**src/rtl/pwmc_pkg.sv**
```systemverilog
package pwmc_pkg;
  localparam int MODE_EXP_W   = 4;
  localparam int MODE_POL_BIT = 9;
  localparam int CH_LG        = 5;
  localparam int CH_STRIDE    = 1 << CH_LG;
  localparam int CH_BASE_ADDR = 'h200;
  localparam int OFF_START    = 'h004;
  localparam int OFF_STOP     = 'h008;
  localparam int OFF_STAT     = 'h00C;
  localparam int OFF_EVT      = 'h01C;

  typedef enum logic [CH_LG-1:0] {
    RG_MODE     = 5'h00,
    RG_DUTY     = 5'h04,
    RG_DUTY_UPD = 5'h08,
    RG_PRD      = 5'h0C,
    RG_PRD_UPD  = 5'h10
  } creg_e;

  typedef struct packed {
    logic                  pol;
    logic [MODE_EXP_W-1:0] pexp;
  } mode_t;
endpackage

```
**src/rtl/pwmc_prescaler.sv**
```systemverilog
module pwmc_prescaler
  import pwmc_pkg::*;
#(
  parameter int EXP_MAX = 10
) (
  input  logic                  clk,
  input  logic                  rst,
  input  logic                  restart,
  input  logic [MODE_EXP_W-1:0] exp_i,
  output logic                  tick_o
);
  localparam int ACC_W = (EXP_MAX < 1) ? 1 : EXP_MAX;

  logic [ACC_W-1:0] acc;
  logic [ACC_W-1:0] mask;
  int               e_lim;

  // Mask of the low bits that must be all ones for a tick; exponent clamped.
  always_comb begin
    e_lim  = (int'(exp_i) > EXP_MAX) ? EXP_MAX : int'(exp_i);
    mask   = ACC_W'((1 << e_lim) - 1);
    tick_o = ((acc & mask) == mask);
  end

  always_ff @(posedge clk) begin
    if (rst || restart) begin
      acc <= '0;
    end else if (tick_o) begin
      acc <= '0;
    end else begin
      acc <= acc + ACC_W'(1);
    end
  end
endmodule

```
**src/rtl/pwmc_chan.sv**
```systemverilog
module pwmc_chan
  import pwmc_pkg::*;
#(
  parameter int VW      = 16,
  parameter int EXP_MAX = 10
) (
  input  logic          clk,
  input  logic          rst,
  input  logic          en_req,
  input  logic          dis_req,
  input  logic          wr_mode,
  input  logic          wr_duty,
  input  logic          wr_duty_upd,
  input  logic          wr_prd,
  input  logic          wr_prd_upd,
  input  logic [VW-1:0] val_i,
  input  mode_t         mode_i,
  output mode_t         mode_o,
  output logic [VW-1:0] duty_o,
  output logic [VW-1:0] duty_upd_o,
  output logic [VW-1:0] prd_o,
  output logic [VW-1:0] prd_upd_o,
  output logic [VW-1:0] cnt_o,
  output logic          running_o,
  output logic          end_o,
  output logic          pin_o
);
  mode_t         mode_q;
  logic [VW-1:0] duty_q, duty_sh, prd_q, prd_sh, cnt_q;
  logic          duty_pend, prd_pend;
  logic          run_q, stop_pend, pin_q;
  logic          tick;
  logic [VW:0]   cnt_inc;
  logic          wave;

  pwmc_prescaler #(.EXP_MAX(EXP_MAX)) u_pre (
    .clk     (clk),
    .rst     (rst),
    .restart (en_req),
    .exp_i   (mode_q.pexp),
    .tick_o  (tick)
  );

  assign cnt_inc = {1'b0, cnt_q} + (VW+1)'(1);
  assign end_o   = run_q & tick & (cnt_inc >= {1'b0, prd_q});
  assign wave    = run_q && (cnt_q >= duty_q) && (cnt_q < prd_q);

  // Mode register: immediate effect.
  always_ff @(posedge clk) begin
    if (rst)          mode_q <= '0;
    else if (wr_mode) mode_q <= mode_i;
  end

  // Duty: shadow with pending flag, active loaded at period end or direct when stopped.
  always_ff @(posedge clk) begin
    if (rst) begin
      duty_q    <= '0;
      duty_sh   <= '0;
      duty_pend <= 1'b0;
    end else begin
      if (end_o && duty_pend)    duty_q <= duty_sh;
      else if (wr_duty && !run_q) duty_q <= val_i;
      if (wr_duty_upd) begin
        duty_sh   <= val_i;
        duty_pend <= 1'b1;
      end else if (end_o) begin
        duty_pend <= 1'b0;
      end
    end
  end

  // Period: same double-buffer scheme.
  always_ff @(posedge clk) begin
    if (rst) begin
      prd_q    <= '0;
      prd_sh   <= '0;
      prd_pend <= 1'b0;
    end else begin
      if (end_o && prd_pend)    prd_q <= prd_sh;
      else if (wr_prd && !run_q) prd_q <= val_i;
      if (wr_prd_upd) begin
        prd_sh   <= val_i;
        prd_pend <= 1'b1;
      end else if (end_o) begin
        prd_pend <= 1'b0;
      end
    end
  end

  // Run control with deferred stop.
  always_ff @(posedge clk) begin
    if (rst) begin
      run_q     <= 1'b0;
      stop_pend <= 1'b0;
    end else if (en_req) begin
      run_q     <= 1'b1;
      stop_pend <= 1'b0;
    end else if (end_o && stop_pend) begin
      run_q     <= 1'b0;
      stop_pend <= 1'b0;
    end else if (dis_req && run_q) begin
      stop_pend <= 1'b1;
    end
  end

  // Period counter.
  always_ff @(posedge clk) begin
    if (rst || en_req) begin
      cnt_q <= '0;
    end else if (run_q && tick) begin
      cnt_q <= end_o ? '0 : cnt_inc[VW-1:0];
    end
  end

  // Registered pin with polarity.
  always_ff @(posedge clk) begin
    if (rst) pin_q <= 1'b0;
    else     pin_q <= wave ^ mode_q.pol;
  end

  assign mode_o     = mode_q;
  assign duty_o     = duty_q;
  assign duty_upd_o = duty_sh;
  assign prd_o      = prd_q;
  assign prd_upd_o  = prd_sh;
  assign cnt_o      = cnt_q;
  assign running_o  = run_q;
  assign pin_o      = pin_q;
endmodule

```
**src/rtl/pwmc_evtreg.sv**
```systemverilog
module pwmc_evtreg #(
  parameter int N = 4
) (
  input  logic         clk,
  input  logic         rst,
  input  logic [N-1:0] set_i,
  input  logic         rd_clr_i,
  output logic [N-1:0] evt_o
);
  always_ff @(posedge clk) begin
    if (rst) evt_o <= '0;
    else     evt_o <= (rd_clr_i ? '0 : evt_o) | set_i;
  end
endmodule

```
**src/rtl/pwm_quad_ctrl.sv**
```systemverilog
module pwm_quad_ctrl
  import pwmc_pkg::*;
#(
  parameter int NCH     = 4,
  parameter int VW      = 16,
  parameter int AW      = 12,
  parameter int DW      = 32,
  parameter int EXP_MAX = 10
) (
  input  logic           clk,
  input  logic           rst,
  input  logic [AW-1:0]  addr_i,
  input  logic [DW-1:0]  wdata_i,
  input  logic           we_i,
  input  logic           re_i,
  output logic [DW-1:0]  rdata_o,
  output logic [NCH-1:0] pwm_o,
  output logic [NCH-1:0] run_o
);
  localparam logic [AW-1:0] CH_BASE = AW'(CH_BASE_ADDR);
  localparam logic [AW-1:0] CH_SPAN = AW'(NCH * CH_STRIDE);

  logic [AW-1:0]        ch_rel;
  logic [AW-1:0]        ch_sel;
  logic [CH_LG-1:0]     roff;
  logic                 in_ch;
  logic                 wr_start, wr_stop, rd_evt;
  logic [NCH-1:0]       end_vec;
  logic [NCH-1:0]       evt_q;
  logic [NCH-1:0]       ch_pol;
  logic [NCH-1:0][VW-1:0] ch_cnt;
  logic [NCH-1:0][VW-1:0] ch_prd;
  mode_t                ch_mode    [NCH];
  logic [VW-1:0]        ch_duty    [NCH];
  logic [VW-1:0]        ch_duty_sh [NCH];
  logic [VW-1:0]        ch_prd_sh  [NCH];
  logic [DW-1:0]        rd_val;
  mode_t                mode_wr;
  logic                 unused_wbits;

  assign ch_rel   = addr_i - CH_BASE;
  assign in_ch    = (addr_i >= CH_BASE) && (ch_rel < CH_SPAN);
  assign ch_sel   = ch_rel >> CH_LG;
  assign roff     = ch_rel[CH_LG-1:0];
  assign wr_start = we_i && (addr_i == AW'(OFF_START));
  assign wr_stop  = we_i && (addr_i == AW'(OFF_STOP));
  assign rd_evt   = re_i && (addr_i == AW'(OFF_EVT));
  assign mode_wr  = '{pol: wdata_i[MODE_POL_BIT], pexp: wdata_i[MODE_EXP_W-1:0]};
  assign unused_wbits = ^wdata_i[DW-1:VW];

  for (genvar n = 0; n < NCH; n++) begin : g_ch
    logic hit;
    assign hit = we_i && in_ch && (ch_sel == AW'(n));

    pwmc_chan #(.VW(VW), .EXP_MAX(EXP_MAX)) u_chan (
      .clk         (clk),
      .rst         (rst),
      .en_req      (wr_start && wdata_i[n]),
      .dis_req     (wr_stop && wdata_i[n]),
      .wr_mode     (hit && (roff == RG_MODE)),
      .wr_duty     (hit && (roff == RG_DUTY)),
      .wr_duty_upd (hit && (roff == RG_DUTY_UPD)),
      .wr_prd      (hit && (roff == RG_PRD)),
      .wr_prd_upd  (hit && (roff == RG_PRD_UPD)),
      .val_i       (wdata_i[VW-1:0]),
      .mode_i      (mode_wr),
      .mode_o      (ch_mode[n]),
      .duty_o      (ch_duty[n]),
      .duty_upd_o  (ch_duty_sh[n]),
      .prd_o       (ch_prd[n]),
      .prd_upd_o   (ch_prd_sh[n]),
      .cnt_o       (ch_cnt[n]),
      .running_o   (run_o[n]),
      .end_o       (end_vec[n]),
      .pin_o       (pwm_o[n])
    );
    assign ch_pol[n] = ch_mode[n].pol;
  end

  pwmc_evtreg #(.N(NCH)) u_evt (
    .clk      (clk),
    .rst      (rst),
    .set_i    (end_vec),
    .rd_clr_i (rd_evt),
    .evt_o    (evt_q)
  );

  always_comb begin
    rd_val = '0;
    if (addr_i == AW'(OFF_STAT)) begin
      rd_val[NCH-1:0] = run_o;
    end else if (addr_i == AW'(OFF_EVT)) begin
      rd_val[NCH-1:0] = evt_q;
    end else if (in_ch) begin
      for (int k = 0; k < NCH; k++) begin
        if (ch_sel == AW'(k)) begin
          case (roff)
            RG_MODE: begin
              rd_val[MODE_EXP_W-1:0] = ch_mode[k].pexp;
              rd_val[MODE_POL_BIT]   = ch_mode[k].pol;
            end
            RG_DUTY:     rd_val[VW-1:0] = ch_duty[k];
            RG_DUTY_UPD: rd_val[VW-1:0] = ch_duty_sh[k];
            RG_PRD:      rd_val[VW-1:0] = ch_prd[k];
            RG_PRD_UPD:  rd_val[VW-1:0] = ch_prd_sh[k];
            default:     rd_val = '0;
          endcase
        end
      end
    end
  end

  always_ff @(posedge clk) begin
    if (rst) rdata_o <= '0;
    else     rdata_o <= re_i ? rd_val : '0;
  end
endmodule

```
**config.mk**
```make
export PLATFORM = sky130hd
export DESIGN_NAME = pwm_quad_ctrl
export DESIGN_NICKNAME = d
export VERILOG_FILES = /design/src/rtl/pwmc_pkg.sv /design/src/rtl/pwmc_prescaler.sv /design/src/rtl/pwmc_chan.sv /design/src/rtl/pwmc_evtreg.sv /design/src/rtl/pwm_quad_ctrl.sv
export SDC_FILE = /design/constraint.sdc
export NUM_CORES = 1
export LEC_CHECK = 0
export ABC_CLOCK_PERIOD_IN_PS = 5290
export BUFFER_PORTS_ARGS = -buffer_cell sky130_fd_sc_hd__buf_2
export CORE_AREA = 2 2 427 217
export DETAILED_ROUTE_END_ITERATION = 10
export DIE_AREA = 0 0 429 219
export PLACE_DENSITY_LB_ADDON = 0.08
export SLEW_MARGIN = 20
export SYNTH_ARGS = -nofsm -noshare
export SYNTH_HDL_FRONTEND = slang
export SYNTH_HIERARCHICAL = 1
export SYNTH_SLANG_ARGS = --single-unit
export TNS_END_PERCENT = 5
```
**constraint.sdc**
```tcl
create_clock -name clk -period 5.29 [get_ports clk]
set_clock_uncertainty 0.15 [all_clocks]
set_input_delay 1.058 -clock clk [delete_from_list [all_inputs] [get_ports clk]]
set_output_delay 1.058 -clock clk [all_outputs]
set_load 0.02 [all_outputs]
```
After elaboration in Yosys (flattened, before gate mapping). Index checks and enable logic that the tools add are counted. W data, S select, Z words.

Bits in registers: 436. Input bits: 48. Output and inout port bits: 40. Word-level logic and storage cells: 312.

Add/subtract/negate cells: 13. Order comparisons: 18. Equal/unequal tests: 15. Shift-type cells: 4. Muxes and demuxes: 74. Bitwise gates (word level): 19. Reductions and logical operators: 114.

Operator list (number): $mux W16 (24); $mux W32 (6); $pmux W6 S5 (3); $pmux W4 S5 (4); $pmux W5 S5 (3); $logic_and A1 B1 Y1 (73); $add A16 B1 Y17 const B (4); $ge A17 B16 Y1 (4); $ge A16 B16 Y1 (4); $lt A16 B16 Y1 (4); $add A10 B1 Y10 const B (4); $and A10 B10 Y10 (4); $eq A10 B10 Y1 (4); $reduce_bool A2 Y1 (20); $shl A1 B4 Y10 const A (4); $sub A10 B2 Y10 const B (4); $mux W4 (8); $eq A12 B4 Y1 const B (2); $pmux W6 S4 (1); $mux W1 (20); $pmux W1 S5 (4); $pmux W5 S4 (1); $gt A4 B4 Y1 const B (4); $eq A7 B2 Y1 const B (2); 20 further kinds (46).

Depth between registers and ports, before layout.
Depth after elaboration: 16. Mapped depth: 17. Depth with buffers taken out: 15.

Modules after synthesis. Netlist, hierarchy kept.

Modules (own cells, without submodules): pwmc_chan at g_ch[1].u_chan ... (instances 3, cells each 594, area an instance 5322.6 um^2, seq. area each 1801.7 um^2); pwmc_chan at g_ch[0].u_chan (instances 1, cells each 584, area an instance 5003.5 um^2, seq. area each 1801.7 um^2); pwm_quad_ctrl (instances 1, cells each 438, area an instance 3031.7 um^2, seq. area each 320.3 um^2); pwmc_prescaler at g_ch[0].u_chan.u_pre ... (instances 3, cells each 75, area an instance 701.9 um^2, seq. area each 200.2 um^2); pwmc_prescaler at g_ch[3].u_chan.u_pre (instances 1, cells each 78, area an instance 686.9 um^2, seq. area each 200.2 um^2); pwmc_evtreg (instances 1, cells each 16, area an instance 140.1 um^2, seq. area each 80.1 um^2).

Worst setup path before layout. Ideal clock, no wire load.

Path type: input-to-reg. From: input addr_i[9]. To: register g_ch[0].u_chan.prd_sh[10]. Library setup time: 128 ps. Data arrival time: 3409 ps. Required time: 5012 ps. Setup slack: 1604 ps. Cell stages on the path: 11. Path buffers: 2. Cells stage by stage: inv_1 ha_1 xor2_1 nor4_1 and2_1 nand3_1 nor2_1 clkbuf_1 clkbuf_1 mux2i_1 nor2_1.

Longest elaborated chain between the ends: 6. Elaborated cells between the ends (all ways): 8. Those cells by class: add/sub (1); order compare (2); reduce/logical (5).

RTL lines: from (decl) (RTL line pwm_quad_ctrl.sv:12) `input logic [AW-1:0] addr_i,`; $sub A12 B10 Y12 (RTL line pwm_quad_ctrl.sv:41) `assign ch_rel = addr_i - CH_BASE;`; $lt A12 B8 Y1 (RTL line pwm_quad_ctrl.sv:42) `assign in_ch = (addr_i >= CH_BASE) && (ch_rel < CH_SPAN);`; $logic_and A1 B1 Y1 (RTL line pwm_quad_ctrl.sv:42); $logic_and A1 B1 Y1 (RTL line pwm_quad_ctrl.sv:53) `assign hit = we_i && in_ch && (ch_sel == AW'(n));`; $logic_and A1 B1 Y1 (*) (RTL line pwm_quad_ctrl.sv:53); $logic_and A1 B1 Y1 (*) (RTL line pwm_quad_ctrl.sv:64) `.wr_prd_upd (hit && (roff == RG_PRD_UPD)),`; to (signal assigned) (RTL line pwmc_chan.sv:82) `prd_sh <= val_i;`; to (decl) (RTL line pwmc_chan.sv:29) `logic [VW-1:0] duty_q, duty_sh, prd_q, prd_sh, cnt_q;`.

Every way passes the cells marked *; elsewhere a longest branch is shown, timed or not. A chain may end at the register's enable or synchronous reset.

Worst setup path after layout.
From: register g_ch[2].u_chan.mode_q (netlist bit g_ch[2].u_chan/mode_o[2]). To: register g_ch[2].u_chan.cnt_q[1].

Longest elaborated chain between the ends: 9. Elaborated cells between the ends (all ways): 10. Those cells by class: add/sub (1); order compare (1); eq/ne (1); shift (1); mux (2); bitwise (3); reduce/logical (1).

RTL lines: from (decl) (RTL line pwmc_chan.sv:28) `mode_t mode_q;`; from (signal assigned) (RTL line pwmc_chan.sv:51) `else if (wr_mode) mode_q <= mode_i;`; $gt A4 B4 Y1 (RTL line pwmc_prescaler.sv:20) `e_lim = (int'(exp_i) > EXP_MAX) ? EXP_MAX : int'(exp_i);`; $mux W4 (*) (RTL line pwmc_prescaler.sv:20); $shl A1 B4 Y10 (*) (RTL line pwmc_prescaler.sv:21) `mask = ACC_W'((1 << e_lim) - 1);`; $sub A10 B2 Y10 (*) (RTL line pwmc_prescaler.sv:21); $and A10 B10 Y10 (RTL line pwmc_prescaler.sv:22) `tick_o = ((acc & mask) == mask);`; $eq A10 B10 Y1 (*) (RTL line pwmc_prescaler.sv:22); net g_ch[2].u_chan.tick (RTL line pwmc_chan.sv:32) `logic tick;`; $and A1 B1 Y1 (2 in a row) (RTL line pwmc_chan.sv:45) `assign end_o = run_q & tick & (cnt_inc >= {1'b0, prd_q});`; $mux W16 (RTL line pwmc_chan.sv:111) `cnt_q <= end_o ? '0 : cnt_inc[VW-1:0];`; to (signal assigned) (RTL line pwmc_chan.sv:111); to (decl) (RTL line pwmc_chan.sv:29).

The timed path passes the listed nets; every way through them passes the cells marked *.

==> metrics.cfg <==
[run_status]
status=completed

[timing]
slew_viol_final=0
hold_ws_ns=0.322
fmax_ghz=0.234
finalSetupViolCount=0
period_share_pct=80.8
rsz0062_at_grt=false
worst-slew-pin-transition_ns=0.938
fin_setup_tns_ns=0
hold_violations=0
fin_crit_ns=4.27
relSlewSlack_pct=37.5

[critical_path]
path_depth=14
worstPathArrival_ns=4.65
crit_start=g_ch[2].u_chan/mode_o[2]$_SDFFE_PP0P_
path_max_fanout=16
slowest_delay_ns=0.75
cp_top_family=simple AND/OR/NAND/NOR gates
cp.buffers_inverters=1
r2r-start=g_ch[2].u_chan/mode_o[2]$_SDFFE_PP0P_
cp_cell_sequence=nor2_1 > nand3b_1 > ha_1 > or3_1 > a211o_1 > o2111ai_1 > nor4_2 > buf_4 > and2_1 > nand4_1 > nor3_1 > o21ai_1 > nand3_1 > a21oi_1
worstRegToRegCells=14
crit_path_start_kind=flip-flop
cp.required_ns=5.67
crit_slowest_cell=nand3_1
worstReg2RegEnd=g_ch[2].u_chan/cnt_o[1]$_SDFFE_PP0P_
end_kind=flip-flop
regToRegSetupSlack_ns=1.02
crit_type=reg -> reg

[detailed_routing]
drc_errors=0
ant_nets=0
drt_wl_total_um=93100
viasPerCell=5.08
wl_per_cell_um=21.3
vias=22100
first_pass_iters=7
drt-initial-drc-count=1548

[die]
core_area_um2=90100
pin_count=88
fp.dieArea_um2=94000
initial_core_util_pct=29.9
rows=78
die_w_um=429
die_h_um=219

[place]
hpwl_um=64800
placement.io_buffers=55
place_congestion=0.812

[clocking]
post_cts_resized=0
postCtsSetupRepairBufs=0
postCtsHoldBufs=0
clk_latency_ns=0.62
cts_num_sinks=420
cts_buffer_depth=3
path_clk_slew_ns=0.07
htreeDepth=2
ctsRootBufferMaster=clkbuf_16
cts-buffers-inserted=47
cts_tree=done

[synthesis]
muxShareOfSynthArea_pct=14.2
ys_warn_count=6
yosys.area_share.simple_pct=20.8
synth_top_family_by_area=simple AND/OR/NAND/NOR gates
ys_types=85
synthAdderAreaFrac_pct=9.57
synth-compound-area-share_pct=13.6
synth_edf_count=0
synth_top_flop_cell=dfxtp_1
avgSynthCellArea_um2=8.62
synthXorXnorAreaFrac_pct=4.52
yosysSeqAreaShare_pct=31.2
synthArstFlopShare_pct=0
ys_ff_latch=420
syn_area_um2=26900
synthCells=3123

[cells_and_area]
final_util_pct=33.4
nets=3375
nFillCells=9473
final_layout_size_suffix_gt1_share_pct=12.8
area_delta_synth_final_pct=11.5

[global_route]
grt_pass1_wl_um=140000
grt_usage_pct=19.5
grt_max_degree=206
first_global_vias=21400
gr-total-overflow=0
antenna_found_initial=3

[min_path]
holdPathStages=2
whs_endpoint=u_evt/evt_o[2]$_SDFF_PP0_
min-delay-start=u_evt/evt_o[2]$_SDFF_PP0_
hp-class=reg -> reg

[power_and_ir_drop]
p_per_area_nw_per_um2=230
vdd_drop_max_mv=0.200
p_leak_nw=11.6

[job]
drv_cap=0

-- flip-flops by register name, indices dropped and copies added (netlist names), 16 cells and up --
signal                  count
g_ch.u_chan/cnt_o          64
g_ch.u_chan/duty_o         64
g_ch.u_chan/duty_upd_o     64
g_ch.u_chan/mode_o         20
g_ch.u_chan/prd_o          64
g_ch.u_chan/prd_upd_o      64
g_ch.u_chan/u_pre/acc      40
rdata_o                    16
-- worst max-delay path by stage --
stage / to / slack [ns]
2_1_floorplan: g_ch[0].u_chan/prd_upd_o[10]$_SDFFE_PP0P_ / 1.60
3_3_place_gp: g_ch[1].u_chan/duty_o[0]$_SDFFE_PP0P_ / 0.95
3_5_place_dp: g_ch[2].u_chan/cnt_o[1]$_SDFFE_PP0P_ / 0.96
4_1_cts: g_ch[2].u_chan/cnt_o[1]$_SDFFE_PP0P_ / 0.91
5_1_grt: g_ch[2].u_chan/cnt_o[1]$_SDFFE_PP0P_ / 0.62
6_report: g_ch[2].u_chan/cnt_o[1]$_SDFFE_PP0P_ / 1.02
-- stage by stage --
| stage | cell area [um^2] | worst slack (ns) | total power [W] | std cells |
|---|---|---|---|---|
| finish | 30000 | 1.02 | 0.00691 | 4360 |
| global route | 30000 | 0.624 | 0.00716 | 4359 |
| CTS | 30000 | 0.911 | 0.00704 | 4357 |
| detailed placement | 28400 | 0.960 | 0.00347 | 4272 |
| global placement | 28400 | 0.947 | 0.00347 | 4272 |
| floorplan | 27000 | 1.60 | 0.00335 | 3138 |
-- worst register-to-register path, delay by kind of cell, from the launching register on --
kind / cells / cell delay [ns]
and+or+nand+nor: 8 / 2.00
adders and majority gates: 1 / 0.28
AOI/OAI and AO/OA: 4 / 1.14
buffers and inverters: 1 / 0.20
DFF: 1 / 0.42
-- layout make-up --
cell class | count | area, um^2 | share of cell area [%]
multi-input cells | 2366 | 17000 | 56.6
flip-flops and latches | 420 | 8410 | 28.0
well taps | 1200 | 1500 | 5.00
clock buffers | 73 | 1490 | 4.95
repair buffers | 130 | 923 | 3.07
inverters | 156 | 586 | 1.95
clock inverters | 12 | 116 | 0.387
diodes | 3 | 7.51 | 0.0250
-- layer usage --
layer  wire (um)  global-route usage (%)  vias to the layer above
met2       39500                    29.9                      315
met1       48500                    28.9                    10800
met5           0                       0                        -
li1            -                       -                    11000
met4        2060                    5.04                        0
met3        3000                    2.12                       99
-- cells by family (layout without fill, tap and decap cells) --
family	Yosys count	after routing
fa+ha+maj	206	206
mux	341	341
compound gates	522	522
other cells	1	19
buf+inv	352	371
simple gates	1142	1142
flops	420	420
xor+xnor	139	139
-- layout by cell type, fill, tap and decap left out, types with 16 or more instances in the layout --
cell / count
a211oi_1: 39
a21o_1: 16
a21oi_1: 152
a22oi_1: 117
a31oi_1: 22
and3_1: 31
buf_2: 54
buf_4: 69
clkbuf_16: 49
clkbuf_8: 17
conb_1: 16
dfxtp_1: 420
ha_1: 206
inv_1: 155
mux2_2: 44
mux2_4: 60
mux2i_1: 231
nand2_1: 176
nand2b_1: 16
nand3_1: 98
nand4_1: 33
nor2_1: 497
nor2b_1: 120
nor3_1: 34
nor4_2: 27
o21ai_0: 47
xnor2_1: 87
xor2_1: 52
-- report_power, final --
group / switching (W) / internal [W] / total (W)
Combinational: 0.000199 / 0.0000398 / 0.000239
Clock: 0.00149 / 0.00202 / 0.00351
Sequential: 0.0000000351 / 0.00316 / 0.00316
Total: 0.00169 / 0.00522 / 0.00691
-- cells in the mapped netlist (all sizes together), types with 4 or more instances --
master,count,area (um^2)
nand3b,9,67.6
buf,104,693
o31ai,4,30.0
nor4b,9,97.6
a21o,16,120
or4,11,82.6
xnor2,87,762
or3,7,43.8
nand2,176,661
nand4b,7,61.3
and3,32,200
a211oi,43,365
o2111ai,7,61.3
mux2,105,1410
clkbuf,92,345
dfxtp,420,8410
a22oi,117,878
a21oi,156,796
o21bai,8,60.1
inv,155,582
a21boi,6,113
o21a,9,67.6
a31oi,22,138
nand4,34,219
nand3,99,500
nor4,41,452
a311oi,13,114
a222oi,8,80.1
a2111oi,10,131
mux4,5,113
nor2,511,1930
o21ai,56,284
a211o,7,61.3
nor2b,124,776
a2bb2oi,4,35.0
nor3,38,216
nand2b,16,100
and2,15,93.8
ha,206,2580
xor2,52,455
a32oi,4,35.0
nor3b,4,40.0
mux2i,231,2310
o211ai,8,65.1
or2,5,31.3
Note: power is estimated with default switching activity, not from simulation.
